--- src/rtl/ptb_pkg.sv ---
package ptb_pkg;
   typedef enum logic [1:0] {
      MODE_UP   = 2'b00,
      MODE_DOWN = 2'b01,
      MODE_UPDN = 2'b10,
      MODE_HOLD = 2'b11
   } ptb_mode_e;

   localparam int MODE_LSB  = 0;
   localparam int PLOAD_BIT = 3;
   localparam int HS_LSB    = 7;
endpackage

--- src/rtl/ptb_prescaler.sv ---
module ptb_prescaler #(
   parameter int HS_W = 3,
   parameter int CK_W = 3
) (
   input  logic            clk,
   input  logic            rst_n,
   input  logic            restart,
   input  logic [HS_W-1:0] hs_sel,
   input  logic [CK_W-1:0] ck_sel,
   output logic            tick
);
   localparam int DIV_W = HS_W + (1 << CK_W);

   logic [HS_W:0]    hs_fac;
   logic [DIV_W-1:0] div_fac;
   logic [DIV_W-1:0] pre_q;

   initial begin
      assert (HS_W >= 1 && CK_W >= 1 && CK_W <= 4)
         else $error("ptb_prescaler: divider field widths out of range");
   end

   always_comb begin
      hs_fac  = (hs_sel == '0) ? (HS_W+1)'(1) : {hs_sel, 1'b0};
      div_fac = DIV_W'(hs_fac) << ck_sel;
      tick    = (pre_q >= (div_fac - DIV_W'(1)));
   end

   always_ff @(posedge clk or negedge rst_n) begin
      if (!rst_n)       pre_q <= '0;
      else if (restart) pre_q <= '0;
      else if (tick)    pre_q <= '0;
      else              pre_q <= pre_q + DIV_W'(1);
   end

   a_r2_div_restart: assert property (@(posedge clk) disable iff (!rst_n)
      restart |=> (pre_q == '0));
endmodule

--- src/rtl/ptb_period.sv ---
module ptb_period #(
   parameter int CW        = 16,
   parameter bit SHADOW_EN = 1'b1
) (
   input  logic          clk,
   input  logic          rst_n,
   input  logic          wr,
   input  logic [CW-1:0] wdata,
   input  logic          imm,
   input  logic          load,
   output logic [CW-1:0] act_prd,
   output logic [CW-1:0] next_prd
);
   generate
      if (SHADOW_EN) begin : g_shadow
         logic [CW-1:0] shd_q;
         logic [CW-1:0] act_q;

         always_ff @(posedge clk or negedge rst_n) begin
            if (!rst_n) begin
               shd_q <= '0;
               act_q <= '0;
            end else begin
               if (wr) shd_q <= wdata;
               if (wr && imm) act_q <= wdata;
               else if (load) act_q <= shd_q;
            end
         end

         assign act_prd  = act_q;
         assign next_prd = load ? shd_q : act_q;

         a_r8_shadow_xfer: assert property (@(posedge clk) disable iff (!rst_n)
            (load && !wr) |=> (act_prd == $past(shd_q)));
         a_r8_shadow_only: assert property (@(posedge clk) disable iff (!rst_n)
            (wr && !imm && !load) |=> $stable(act_prd));
      end else begin : g_direct
         logic [CW-1:0] act_q;
         logic          unused_ok;

         always_ff @(posedge clk or negedge rst_n) begin
            if (!rst_n)  act_q <= '0;
            else if (wr) act_q <= wdata;
         end

         assign act_prd   = act_q;
         assign next_prd  = act_q;
         assign unused_ok = ^{imm, load};
      end
   endgenerate

   a_r9_imm_write: assert property (@(posedge clk) disable iff (!rst_n)
      (wr && imm) |=> (act_prd == $past(wdata)));
endmodule

--- src/rtl/ptb_counter.sv ---
module ptb_counter
   import ptb_pkg::*;
#(
   parameter int CW = 16
) (
   input  logic          clk,
   input  logic          rst_n,
   input  logic          tick,
   input  ptb_mode_e     mode,
   input  logic          restart,
   input  logic [CW-1:0] next_prd,
   output logic [CW-1:0] cnt
);
   logic [CW-1:0] cnt_q, cnt_d;
   logic          up_q, up_d;

   always_comb begin
      cnt_d = cnt_q;
      up_d  = up_q;
      if (tick) begin
         unique case (mode)
            MODE_UP:   cnt_d = (cnt_q >= next_prd) ? '0 : cnt_q + CW'(1);
            MODE_DOWN: cnt_d = (cnt_q == '0) ? next_prd : cnt_q - CW'(1);
            MODE_UPDN: begin
               if (up_q) begin
                  if (cnt_q >= next_prd) begin
                     up_d  = 1'b0;
                     cnt_d = (cnt_q == '0) ? '0 : cnt_q - CW'(1);
                  end else begin
                     cnt_d = cnt_q + CW'(1);
                  end
               end else begin
                  if (cnt_q == '0) begin
                     up_d  = 1'b1;
                     cnt_d = (next_prd == '0) ? '0 : CW'(1);
                  end else begin
                     cnt_d = cnt_q - CW'(1);
                  end
               end
            end
            default:   cnt_d = cnt_q;
         endcase
      end
      if (restart) up_d = 1'b1;
   end

   always_ff @(posedge clk or negedge rst_n) begin
      if (!rst_n) begin
         cnt_q <= '0;
         up_q  <= 1'b1;
      end else begin
         cnt_q <= cnt_d;
         up_q  <= up_d;
      end
   end

   assign cnt = cnt_q;

   a_r3_up_step: assert property (@(posedge clk) disable iff (!rst_n)
      (tick && mode == MODE_UP && cnt_q != '0 && cnt_q < next_prd)
      |=> (cnt == $past(cnt) + CW'(1)));
   a_r4_down_step: assert property (@(posedge clk) disable iff (!rst_n)
      (tick && mode == MODE_DOWN && cnt_q != '0) |=> (cnt == $past(cnt) - CW'(1)));
   a_r5_updn_fall: assert property (@(posedge clk) disable iff (!rst_n)
      (tick && mode == MODE_UPDN && !up_q && cnt_q != '0)
      |=> (cnt == $past(cnt) - CW'(1)));
   a_r6_hold: assert property (@(posedge clk) disable iff (!rst_n)
      (mode == MODE_HOLD) |=> $stable(cnt));
endmodule

--- src/rtl/ptb_timebase.sv ---
module ptb_timebase
   import ptb_pkg::*;
#(
   parameter int CW        = 16,
   parameter int HS_W      = 3,
   parameter int CK_W      = 3,
   parameter bit SHADOW_EN = 1'b1
) (
   input  logic          clk,
   input  logic          rst_n,
   input  logic          wr_en,
   input  logic          wr_sel,
   input  logic [CW-1:0] wr_data,
   output logic [CW-1:0] tb_cnt,
   output logic          zero_evt,
   output logic          prd_evt
);
   localparam int CK_LSB = HS_LSB + HS_W;

   ptb_mode_e     mode_q;
   logic          imm_q;
   logic [HS_W-1:0] hs_q;
   logic [CK_W-1:0] ck_q;
   logic          ctrl_wr, prd_wr, tick, load;
   logic [CW-1:0] act_prd, next_prd;

   initial begin
      assert (CK_LSB + CK_W <= CW && HS_LSB > PLOAD_BIT)
         else $error("ptb_timebase: control fields do not fit the data width");
   end

   assign ctrl_wr = wr_en && !wr_sel;
   assign prd_wr  = wr_en && wr_sel;

   always_ff @(posedge clk or negedge rst_n) begin
      if (!rst_n) begin
         mode_q <= MODE_HOLD;
         imm_q  <= 1'b0;
         hs_q   <= '0;
         ck_q   <= '0;
      end else if (ctrl_wr) begin
         mode_q <= ptb_mode_e'(wr_data[MODE_LSB +: 2]);
         imm_q  <= wr_data[PLOAD_BIT];
         hs_q   <= wr_data[HS_LSB +: HS_W];
         ck_q   <= wr_data[CK_LSB +: CK_W];
      end
   end

   ptb_prescaler #(.HS_W(HS_W), .CK_W(CK_W)) u_pre (
      .clk(clk), .rst_n(rst_n), .restart(ctrl_wr),
      .hs_sel(hs_q), .ck_sel(ck_q), .tick(tick)
   );

   assign load = tick && (mode_q != MODE_HOLD) && (tb_cnt == '0) && !imm_q;

   ptb_period #(.CW(CW), .SHADOW_EN(SHADOW_EN)) u_prd (
      .clk(clk), .rst_n(rst_n), .wr(prd_wr), .wdata(wr_data),
      .imm(imm_q), .load(load), .act_prd(act_prd), .next_prd(next_prd)
   );

   ptb_counter #(.CW(CW)) u_cnt (
      .clk(clk), .rst_n(rst_n), .tick(tick), .mode(mode_q),
      .restart(ctrl_wr), .next_prd(next_prd), .cnt(tb_cnt)
   );

   assign zero_evt = tick && (mode_q != MODE_HOLD) && (tb_cnt == '0);
   assign prd_evt  = tick && (mode_q != MODE_HOLD) && (tb_cnt == act_prd);

   a_r2_no_step_between_ticks: assert property (@(posedge clk) disable iff (!rst_n)
      !tick |=> $stable(tb_cnt));
   a_r7_zero_single: assert property (@(posedge clk) disable iff (!rst_n)
      (zero_evt && (mode_q == MODE_UP || mode_q == MODE_DOWN) && act_prd != '0 && !wr_en)
      |=> !zero_evt);
endmodule

--- config.mk ---
export PLATFORM = sky130hd
export DESIGN_NAME = ptb_timebase
export DESIGN_NICKNAME = d
export VERILOG_FILES = /design/src/rtl/ptb_pkg.sv /design/src/rtl/ptb_prescaler.sv /design/src/rtl/ptb_period.sv /design/src/rtl/ptb_counter.sv /design/src/rtl/ptb_timebase.sv
export SDC_FILE = /design/constraint.sdc
export NUM_CORES = 1
export LEC_CHECK = 0
export ABC_AREA = 1
export BUFFER_PORTS_ARGS = -buffer_cell sky130_fd_sc_hd__buf_2
export CAP_MARGIN = 20
export CORE_MARGIN = 2
export CORE_UTILIZATION = 40
export DETAILED_ROUTE_END_ITERATION = 6
export PLACE_DENSITY = 0.58
export SLEW_MARGIN = 20
export SYNTH_ARGS = -nofsm -noshare
export SYNTH_HDL_FRONTEND = slang
export SYNTH_SLANG_ARGS = --single-unit
--- constraint.sdc ---
create_clock -name clk -period 13.2 [get_ports clk]
set_clock_uncertainty 0.05 [all_clocks]
set_input_delay 0.66 -clock clk [delete_from_list [all_inputs] [get_ports clk]]
set_output_delay 0.66 -clock clk [all_outputs]
set_load 0.005 [all_outputs]
==> results of run 1 <==
==> final cells by class <==
cell class                      instances  area [um^2]  area share
Clock inverter                          6        68.82     0.01069
Multi-Input combinational cell        656         3508      0.5452
Tap cell                              184        230.2     0.03578
Timing Repair Buffer                   41        217.7     0.03383
Clock buffer                           10        239.0     0.03714
Sequential cell                        69         1730      0.2689
Inverter                              116        440.4     0.06844
==> layer usage <==
| metal | GRT usage | vias to the layer above | wire length [um] |
|---|---|---|---|
| met5 | 0 | - | 0 |
| met4 | 0.07778 | 0 | 340 |
| met3 | 0.03252 | 25 | 742 |
| met2 | 0.3430 | 128 | 7174 |
| met1 | 0.2989 | 2437 | 7882 |
| li1 | - | 2838 | - |
==> sequential cells by signal, indices dropped and copies added, names as in the netlist <==
signal,flops
u_cnt.cnt,16
u_prd.act_prd,16
u_prd.g_shadow.shd_q,16
u_pre.pre_q,11
ck_q,3
hs_q,3
mode_q,2
imm_q,1
u_cnt.up_q,1
==> cells by family after synthesis <==
| kind of cell | share of synthesized area |
|---|---|
| compound gates | 0.1167 |
| flops | 0.2949 |
| buf+inv | 0.1071 |
| simple gates | 0.3314 |
| xor+xnor | 0.06419 |
| mux | 0.01536 |
| fa+ha+maj | 0.07038 |
==> placed cells by master, fill, tap and decap left out, drive strengths merged, types with 2 or more instances in the layout <==
cell type	instances
a21boi	7
or2	3
o211ai	2
ha	33
inv	116
mux2	8
a211oi	2
nand3	61
a21oi	42
o21ai	59
o21a	3
dfstp	3
nand2	254
nand4	10
dfrtp	66
a221oi	2
xnor2	6
nor3	17
nor4	3
clkinv	4
buf	41
and3	3
xor2	37
nor2	94
clkbuf	10
a31oi	5
==> power by group through the flow <==
stage               registers, mW  logic, mW  clock network [mW]
CTS                         0.350      0.738               0.262
global route                0.359      0.848               0.272
detailed placement          0.354      0.733                   0
floorplan                   0.308      0.602                   0
finish                      0.350      0.739               0.258
global placement            0.356      0.730                   0
==> stage by stage <==
stage          instances  utilization
6_report            1082       0.4461
5_1_grt             1082       0.4461
4_1_cts             1082       0.4461
3_5_place_dp        1066       0.4248
3_3_place_gp        1066       0.4248
2_1_floorplan        876            -
==> critical path, delay by kind of cell, from the launching register on <==
family	cells	cell delay, ps
AO/OA/AOI/OAI	6	1570
buffers and inverters	4	640
XOR/XNOR	1	130
adder cells (fa/ha/maj)	2	570
AND/OR/NAND/NOR	23	2290
flip-flops	1	410
==> final timing paths <==
| check | from | end | slack, ps | cells past startpoint |
|---|---|---|---|---|
| min | rst_n | u_pre.pre_q[6] | 360 | 1 |
| max in group asynchronous | rst_n | u_cnt.cnt[6] | 12100 | 1 |
| min in group clk | u_prd.g_shadow.shd_q[0] | u_prd.g_shadow.shd_q[0] | 440 | 2 |
| min reg2reg | u_prd.g_shadow.shd_q[0] | u_prd.g_shadow.shd_q[0] | 440 | 2 |
| max | hs_q[1] | u_cnt.cnt[14] | 7410 | 36 |
| max reg2reg | hs_q[1] | u_cnt.cnt[14] | 7410 | 36 |
==> summary.md, run 1 <==
| Metric | Value |
|---|---|
| Clk pwr share | 0.192 |
| Router iterations before antenna repair | 5 |
| Top FF cell, synth | dfrtp_1 |
| I/O pin cnt | 38 |
| H-Tree Depth | 3 |
| Hold crit path type | in2async |
| Req. time, crit path | 13390 ps |
| Core area | 14420 um^2 |
| Initial antenna violation count | 0 |
| Worst Path Max Fanout | 19 |
| Die area | 15650 um^2 |
| Worst hold margin | 361.3 ps |
| Internal power | 681.3 uW |
| DRC | 0 |
| Clk slew on worst S/H paths | 70 ps |
| Final ANT Viol Nets | 0 |
| Post-Syn Area | 5867 um^2 |
| DP HPWL | 11.89 mm |
| GRT Util Overall | 0.2156 |
| DR iter-0 viols | 402 |
| Max Slew Vio Count | 0 |
| Placed Instance Area | 6127 um^2 |
| Number of buffers created by CTS | 9 |
| Critical path class | reg2reg |
| Pre-CTS setup slack | 7433 ps |
| Grt ovf | 0 |
| Count leader, synth | nand2_1 |
| Worst slew margin | 0.3917 |
| Initial Util | 0.4067 |
| Number of buffers added for setup after CTS | 0 |
| Psw | 665.7 uW |
| Fmax | 172.7 MHz |
| Status | finished, final reports clean |
| Nets | 946 |
| Die width | 125.1 um |
| Yosys warnings | 0 |
| RSZ-0062 raised after global routing | false |
| Syn nets | 929 |
| Post-synthesis cell count | 876 |
| Sequential area share after synthesis | 0.2949 |
| Post-cts gate resize count | 0 |
| Largest net degree at the start of global routing | 70 |
| Area leader, netlist | dfrtp_1 |
| Final Hold Vio Count | 0 |
| Share of the synthesized area in the top cell type | 0.2815 |
| Clk_lat worst skew | 350 ps |
| Switching fraction of total power | 0.4942 |
| Area Growth Syn to Fin | 9.682% |
| Setup TNS | 0 ps |
| Combinational Power Share | 0.548 |
| Post-CTS Hold Buffers | 0 |
| Peak supply drop | 89.80 uV |
| Tightest Pin Transition | 912.5 ps |
| Final instance area | 6435 um^2 |
| Crit path arrival time | 5980 ps |
| Clock buffer depth | 2 |
| Sequential share of power | 0.260 |
| CTS tree | built |
| Power per cell area | 209.3 nW/um^2 |
| Tcrit/Tclk final | 0.4386 |
| Yosys cell types | 45 |
| Setup-failing EPs final | 0 |
| Clock root buffer master | clkbuf_16 |
| Syn Area/Cell | 6.697 um^2 |
| CTS Sinks | 69 |
| Static Leak | 3.463 nW |
| Port bufs | 37 |
| Via density | 5.017 |
| Slowest cell on the critical path | o221a_2 |
| Antenna Cells | 0 |
| Layout cells sized above 1 | 0.1047 |
| Largest cells by area after synthesis | dfrtp_1, nand2_1, ha_1 |
| Vias in the first global route | 5261 |
| DR vias | 5428 |
| CP peak stage delay | 530 ps |
| Setup crit end kind | register |
| Synth Register Bits | 69 |
| Fillers | 1531 |
| Num rows | 44 |
| Final wirelength | 16.14 mm |
| Maxcap violations | 0 |
| Routability cong. | 0.8829 |
| Shortest period the worst path allows | 5789 ps |
| Avg WL per Cell | 14.92 um |
| Die Y | 125.1 um |
| Cell mode on critical path | nand2_1 |
| Synth async-reset ratio | 1.000 |
| Most instantiated cells after synthesis | nand2_1, inv_1, nor2_1 |
| First-pass GRT wire length | 27.30 mm |
| Post-synth EDFFs | 0 |
| Final worst slack | 7411 ps |
| Startpoint Class | register |
| Overall power | 1.347 mW |
No activity file was read; power rests on OpenSTA's default activity.
==> run 2: changes to the inputs <==
--- a/config.mk
+++ b/config.mk
@@ -5,7 +5,7 @@
 export SDC_FILE = /design/constraint.sdc
 export NUM_CORES = 1
 export LEC_CHECK = 0
-export ABC_AREA = 1
+export ABC_AREA = 0
 export BUFFER_PORTS_ARGS = -buffer_cell sky130_fd_sc_hd__buf_2
 export CAP_MARGIN = 20
 export CORE_MARGIN = 2
==> constraint.sdc (replaced) <==
create_clock -name clk -period 5.9 [get_ports clk]
set_clock_uncertainty 0.05 [all_clocks]
set_input_delay 0.295 -clock clk [delete_from_list [all_inputs] [get_ports clk]]
set_output_delay 0.295 -clock clk [all_outputs]
set_load 0.005 [all_outputs]
==> run 2 against run 1 <==
Sequential share of layout area is 2.7 points lower. Count of clock-buffer cells in the layout is 1 lower. Via count is 4.7% higher. Critical path depth is 5 lower. Fmax is 1.5% lower. Global-route usage is 3.1 points higher. Area after synthesis is 2.2% lower. Power is 130% higher. Hold slack worse by 250 ps. First-iteration DRC count is 2.5% higher.
==> summary.md, run 2 <==
| Metric | Value |
|---|---|
| Status | finished, final reports clean |
| Power per cell area | 428.3 nW/um^2 |
| Placed Instance Area | 6367 um^2 |
| H-Tree Depth | 3 |
| Tightest Pin Transition | 955.0 ps |
| Yosys cell types | 74 |
| Post-synth EDFFs | 0 |
| Sequential area share after synthesis | 0.3014 |
| Non-filler cells in the finished layout | 930 |
| Router iterations before antenna repair | 7 |
| Clk_lat worst skew | 360 ps |
| Clock buffer depth | 2 |
| DRC | 0 |
| Final instance area | 7154 um^2 |
| Core area | 13930 um^2 |
| Setup-failing EPs final | 0 |
| Final ANT Viol Nets | 0 |
| Worst Path Max Fanout | 8 |
| Most instantiated cells after synthesis | nor2_1, dfrtp_1, a21oi_1 |
| Startpoint Class | register |
| Die Y | 123.8 um |
| DR iter-0 viols | 412 |
| Count leader, synth | nor2_1 |
| Hold crit path type | in2async |
| Shortest period the worst path allows | 5880 ps |
| Final Hold Vio Count | 0 |
| Most common cell after layout, fill and taps aside | dfrtp_1 |
| DR vias | 5684 |
| Number of buffers created by CTS | 9 |
| Grt ovf | 0 |
| Post-synthesis cell count | 684 |
| CTS Sinks | 69 |
| Setup TNS | 0 ps |
| Vias in the first global route | 5538 |
| Max Slew Vio Count | 0 |
| Syn Area/Cell | 8.393 um^2 |
| Final worst slack | 19.81 ps |
| Num rows | 43 |
| Worst slew margin | 0.3633 |
| Clk slew on worst S/H paths | 70 ps |
| Req. time, crit path | 6070 ps |
| Largest net degree at the start of global routing | 70 |
| Crit path arrival time | 6050 ps |
| Cell mode on critical path | buf_4 |
| Post-Syn Area | 5741 um^2 |
| Most frequent cells in the layout | dfrtp_1, nor2_1, buf_4 |
| CP peak stage delay | 400 ps |
| Setup crit end kind | register |
| Share of the synthesized area in the top cell type | 0.2877 |
| Post-CTS Hold Buffers | 0 |
| Top FF cell, synth | dfrtp_1 |
| Static Leak | 2.972 nW |
| DP HPWL | 12.97 mm |
| Synth Register Bits | 69 |
| CTS tree | built |
| Area leader, netlist | dfrtp_1 |
| Avg WL per Cell | 19.94 um |
| Die area | 15330 um^2 |
| RSZ-0062 raised after global routing | true |
| Die width | 123.8 um |
| Reg2Reg Setup Slack | 20 ps |
| Clock root buffer master | clkbuf_16 |
| Final Util | 0.5134 |
| GRT Util Overall | 0.2462 |
| Yosys warnings | 0 |
| Final wirelength | 18.54 mm |
| Tcrit/Tclk final | 0.9966 |
| First-pass GRT wire length | 28.70 mm |
| Largest cells by area after synthesis | dfrtp_1, ha_1, a21oi_1 |
| Layout cells sized above 1 | 0.2800 |
| Nets | 798 |
| Maxcap violations | 0 |
| Fmax | 170.1 MHz |
| Critical path class | reg2reg |
| Routability cong. | 0.8955 |
| Slowest cell on the critical path | dfrtp_1 |
| Pre-CTS setup slack | -69.24 ps |
| Synth async-reset ratio | 1.000 |
| Antenna Cells | 0 |
| I/O pin cnt | 38 |
| Peak supply drop | 324.4 uV |
| Worst hold margin | 115.0 ps |
| Via density | 6.112 |
| Overall power | 3.064 mW |
| Syn nets | 737 |
| Area Growth Syn to Fin | 24.63% |
| Placed cells | 898 |
| Port bufs | 37 |
| Initial antenna violation count | 0 |
| Initial Util | 0.4120 |
## run 2: changes by cell type after synthesis, sizes merged, moves of 10 or more
cell | before | now
mux2i | 0 | 17
mux2 | 8 | 23
a21oi | 42 | 55
nand3 | 61 | 23
o21ai | 59 | 48
clkbuf | 19 | 41
nand2 | 254 | 47
nor4 | 3 | 15
a22oi | 0 | 10
nand2b | 0 | 10
inv | 114 | 20
nor2 | 94 | 69
## run 2: layout make-up
| cell class | count | area (um^2) |
|---|---|---|
| fill | 1343 | 6780 |
| multi-input combinational | 542 | 4009 |
| sequential | 69 | 1732 |
| timing repair buffer | 103 | 765.7 |
| clock buffer | 9 | 225.2 |
| tap | 180 | 225.2 |
| clock inverter | 7 | 122.6 |
| inverter | 20 | 75.07 |
## run 2: report_power, final
group	internal, mW	total (mW)	leakage (nW)	switching, mW
Combinational	0.743	1.62	2.00	0.880
Clock	0.415	0.650	0.162	0.235
Sequential	0.582	0.791	0.814	0.209
## run 2: worst paths after layout
check,endpoint,depth (start not counted),from
setup / recovery,u_cnt.cnt[1],31,hs_q[0]
hold / removal,u_cnt.cnt[9],2,rst_n
setup reg to reg,u_cnt.cnt[1],31,hs_q[0]
hold reg to reg,mode_q[0],2,mode_q[0]
max in group asynchronous,ck_q[0],2,rst_n
min in group clk,mode_q[0],3,wr_data[0]
## run 2: cell families after synthesis
| kind of cell | Yosys count | share of synthesized area |
|---|---|---|
| multiplexers | 40 | 0.07476 |
| XOR/XNOR | 43 | 0.06561 |
| flip-flops | 69 | 0.3014 |
| AO/OA/AOI/OAI | 198 | 0.2280 |
| AND/OR/NAND/NOR | 228 | 0.2064 |
| buffers and inverters | 73 | 0.05188 |
| adder cells (fa/ha/maj) | 33 | 0.07193 |
## run 2: timing repair
item                       CTS  global route
buffers inserted             0            15
gates resized for setup      9            56
cloned                       0             1
setup endpoints to repair    8            16
pin swaps                    2            38
## run 2: worst max-delay path: cells and delay by family (launching register included)
kind	cells	cell delay (ps)
adder cells (fa/ha/maj)	2	650
AO/OA/AOI/OAI	11	1690
AND/OR/NAND/NOR	9	1120
multiplexers	4	1050
flip-flops	1	400
buffers and inverters	5	780
## run 2: routing by layer
| layer | track usage | part of all wire | vias up | wire length, um |
|---|---|---|---|---|
| met5 | 0 | 0 | - | 0 |
| met4 | 0.1143 | 0.033 | 0 | 605 |
| met3 | 0.03846 | 0.053 | 46 | 980 |
| met2 | 0.3949 | 0.48 | 212 | 8931 |
| met1 | 0.3254 | 0.43 | 2794 | 8026 |
| li1 | - | - | 2632 | - |
==> run 3: changes to the inputs <==
--- a/config.mk
+++ b/config.mk
@@ -12,6 +12,7 @@
 export CORE_UTILIZATION = 40
 export DETAILED_ROUTE_END_ITERATION = 6
 export PLACE_DENSITY = 0.58
+export SKIP_CTS_REPAIR_TIMING = 1
 export SLEW_MARGIN = 20
 export SYNTH_ARGS = -nofsm -noshare
 export SYNTH_HDL_FRONTEND = slang
==> constraint.sdc (replaced) <==
create_clock -name clk -period 5.9 [get_ports clk]
set_clock_uncertainty 0.05 [all_clocks]
set_input_delay 1.475 -clock clk [delete_from_list [all_inputs] [get_ports clk]]
set_output_delay 1.475 -clock clk [all_outputs]
set_load 0.005 [all_outputs]
==> run 3 against run 2 <==
Fmax grew 0.69%. Setup slack gained 40 ps. First-iteration DRC count grew 22%. Count of clock-buffer cells in the layout grew 1. Flip-flop and latch count is the same. Global-route usage shrank 0.16 points. Cell area grew 0.65%. Sequential power grew 9.6%. Die area is the same. Combinational power shrank 6%. Wire length shrank 0.22%. Clock power shrank 6.8%. Critical endpoint is now u_cnt.cnt[11]. Largest power group unchanged.
==> summary.md, run 3 (synthesized netlist as in run 2, its figures left out) <==
| Metric | Value |
|---|---|
| Shortest period the worst path allows | 5840 ps |
| Via density | 6.056 |
| Pre-CTS setup slack | -70.71 ps |
| Hold crit path type | reg2reg |
| DRC | 0 |
| Most frequent cells in the layout | nor2_1, dfrtp_1, buf_4 |
| Placed Instance Area | 6300 um^2 |
| Final instance area | 7201 um^2 |
| Peak supply drop | 332.7 uV |
| Req. time, crit path | 6110 ps |
| Layout cells sized above 1 | 0.2830 |
| Hold path endpoint | u_pre.pre_q[0] |
| Setup crit end kind | register |
| Placed cells | 889 |
| Startpoint Class | register |
| Clk_lat worst skew | 350 ps |
| CTS tree | built |
| Routability cong. | 0.8851 |
| Max Slew Vio Count | 0 |
| Critical Path Source | hs_q[0] |
| Slowest cell on the critical path | dfrtp_1 |
| Final wirelength | 18.50 mm |
| DP HPWL | 13.10 mm |
| Reg2reg end | u_cnt.cnt[11] |
| Tightest Pin Transition | 870.5 ps |
| CP peak stage delay | 430 ps |
| Antenna Cells | 0 |
| Final ANT Viol Nets | 0 |
| Num rows | 43 |
| Reg2Reg Setup Slack | 60 ps |
| GRT Util Overall | 0.2446 |
| R2r startpoint | hs_q[0] |
| Die Y | 123.8 um |
| Final Hold Vio Count | 0 |
| Worst slew margin | 0.4197 |
| R2R depth | 28 |
| Clock root buffer master | clkbuf_16 |
| Port bufs | 37 |
| Die width | 123.8 um |
| CTS Sinks | 69 |
| HP Start | u_pre.pre_q[0] |
| Buf/Inv on CP | 4 |
| RSZ-0062 raised after global routing | true |
| Fmax | 171.2 MHz |
| Critical path class | reg2reg |
| Die area | 15330 um^2 |
| Area Growth Syn to Fin | 25.44% |
| Worst hold margin | 484.2 ps |
| Setup-failing EPs final | 0 |
| Vias in the first global route | 5431 |
| Static Leak | 2.955 nW |
| H-Tree Depth | 3 |
| Number of buffers created by CTS | 9 |
| Clock buffer depth | 2 |
| Core area | 13930 um^2 |
| I/O pin cnt | 38 |
| Initial Util | 0.4120 |
| Worst Path Max Fanout | 6 |
| Largest net degree at the start of global routing | 39 |
| Final worst slack | 60.25 ps |
| Hold Path Depth | 1 |
| Crit path arrival time | 6050 ps |
| Initial antenna violation count | 0 |
| Router iterations before antenna repair | 5 |
| Clk slew on worst S/H paths | 60 ps |
| Status | finished, final reports clean |
| Power per cell area | 414.9 nW/um^2 |
| Maxcap violations | 0 |
| Largest delay contributor family on the critical path | compound AO/OA/AOI/OAI gates |
| Avg WL per Cell | 19.92 um |
| First-pass GRT wire length | 28.61 mm |
| DR iter-0 viols | 501 |
| Fillers | 1305 |
| Nets | 797 |
| DR vias | 5626 |
| Non-filler cells in the finished layout | 929 |
| Grt ovf | 0 |
| Tcrit/Tclk final | 0.9898 |
run 3: cell count changes in the layout (fill, tap and decap cells not counted), moves of 3 or more:
cell and delta:
ha_1 -4, nor2_1 +3, buf_6 +3, ha_4 +4
buf_4 -3, mux2i_2 -5, a211oi_1 -3, mux2i_4 +5
a211oi_2 +3
run 3: metrics by stage:
step / utilization / TNS [ps] / total power, mW
after floorplan: - / 0 / 1.646
after global placement: 0.4521 / 0 / 2.066
after detailed placement: 0.4521 / -80.03 / 2.097
after CTS: 0.4754 / -154.1 / 2.711
after global routing: 0.5167 / -2136 / 3.174
final: 0.5167 / 0 / 2.988
run 3: final cells by class:
cell class	count	area, um^2	share of cell area
multi-input cells	542	4088	0.5677
flip-flops and latches	69	1730	0.2403
repair buffers	102	757.0	0.1051
clock buffers	10	239.0	0.03319
well taps	180	225.2	0.03128
clock inverters	6	86.33	0.01199
inverters	20	75.07	0.01043
run 3: power breakdown:
part,switching (mW),internal [mW]
Sequential,0.286,0.580
Clock,0.225,0.381
Combinational,0.789,0.726
run 3: worst max path at each step:
stage / end / cells past startpoint
3_5_place_dp: u_cnt.cnt[11] / 26
6_report: u_cnt.cnt[11] / 28
3_3_place_gp: u_cnt.cnt[11] / 28
4_1_cts: u_cnt.cnt[11] / 26
5_1_grt: u_cnt.cnt[3] / 29
2_1_floorplan: u_cnt.cnt[3] / 29
run 3: metal layers:
metal / global-route usage / share of wire / vias to the layer above
li1: - / - / 2627
met1: 0.3163 / 0.44 / 2753
met2: 0.4045 / 0.48 / 203
met3: 0.04533 / 0.052 / 43
met4: 0.09517 / 0.031 / 0
met5: 0 / 0 / -
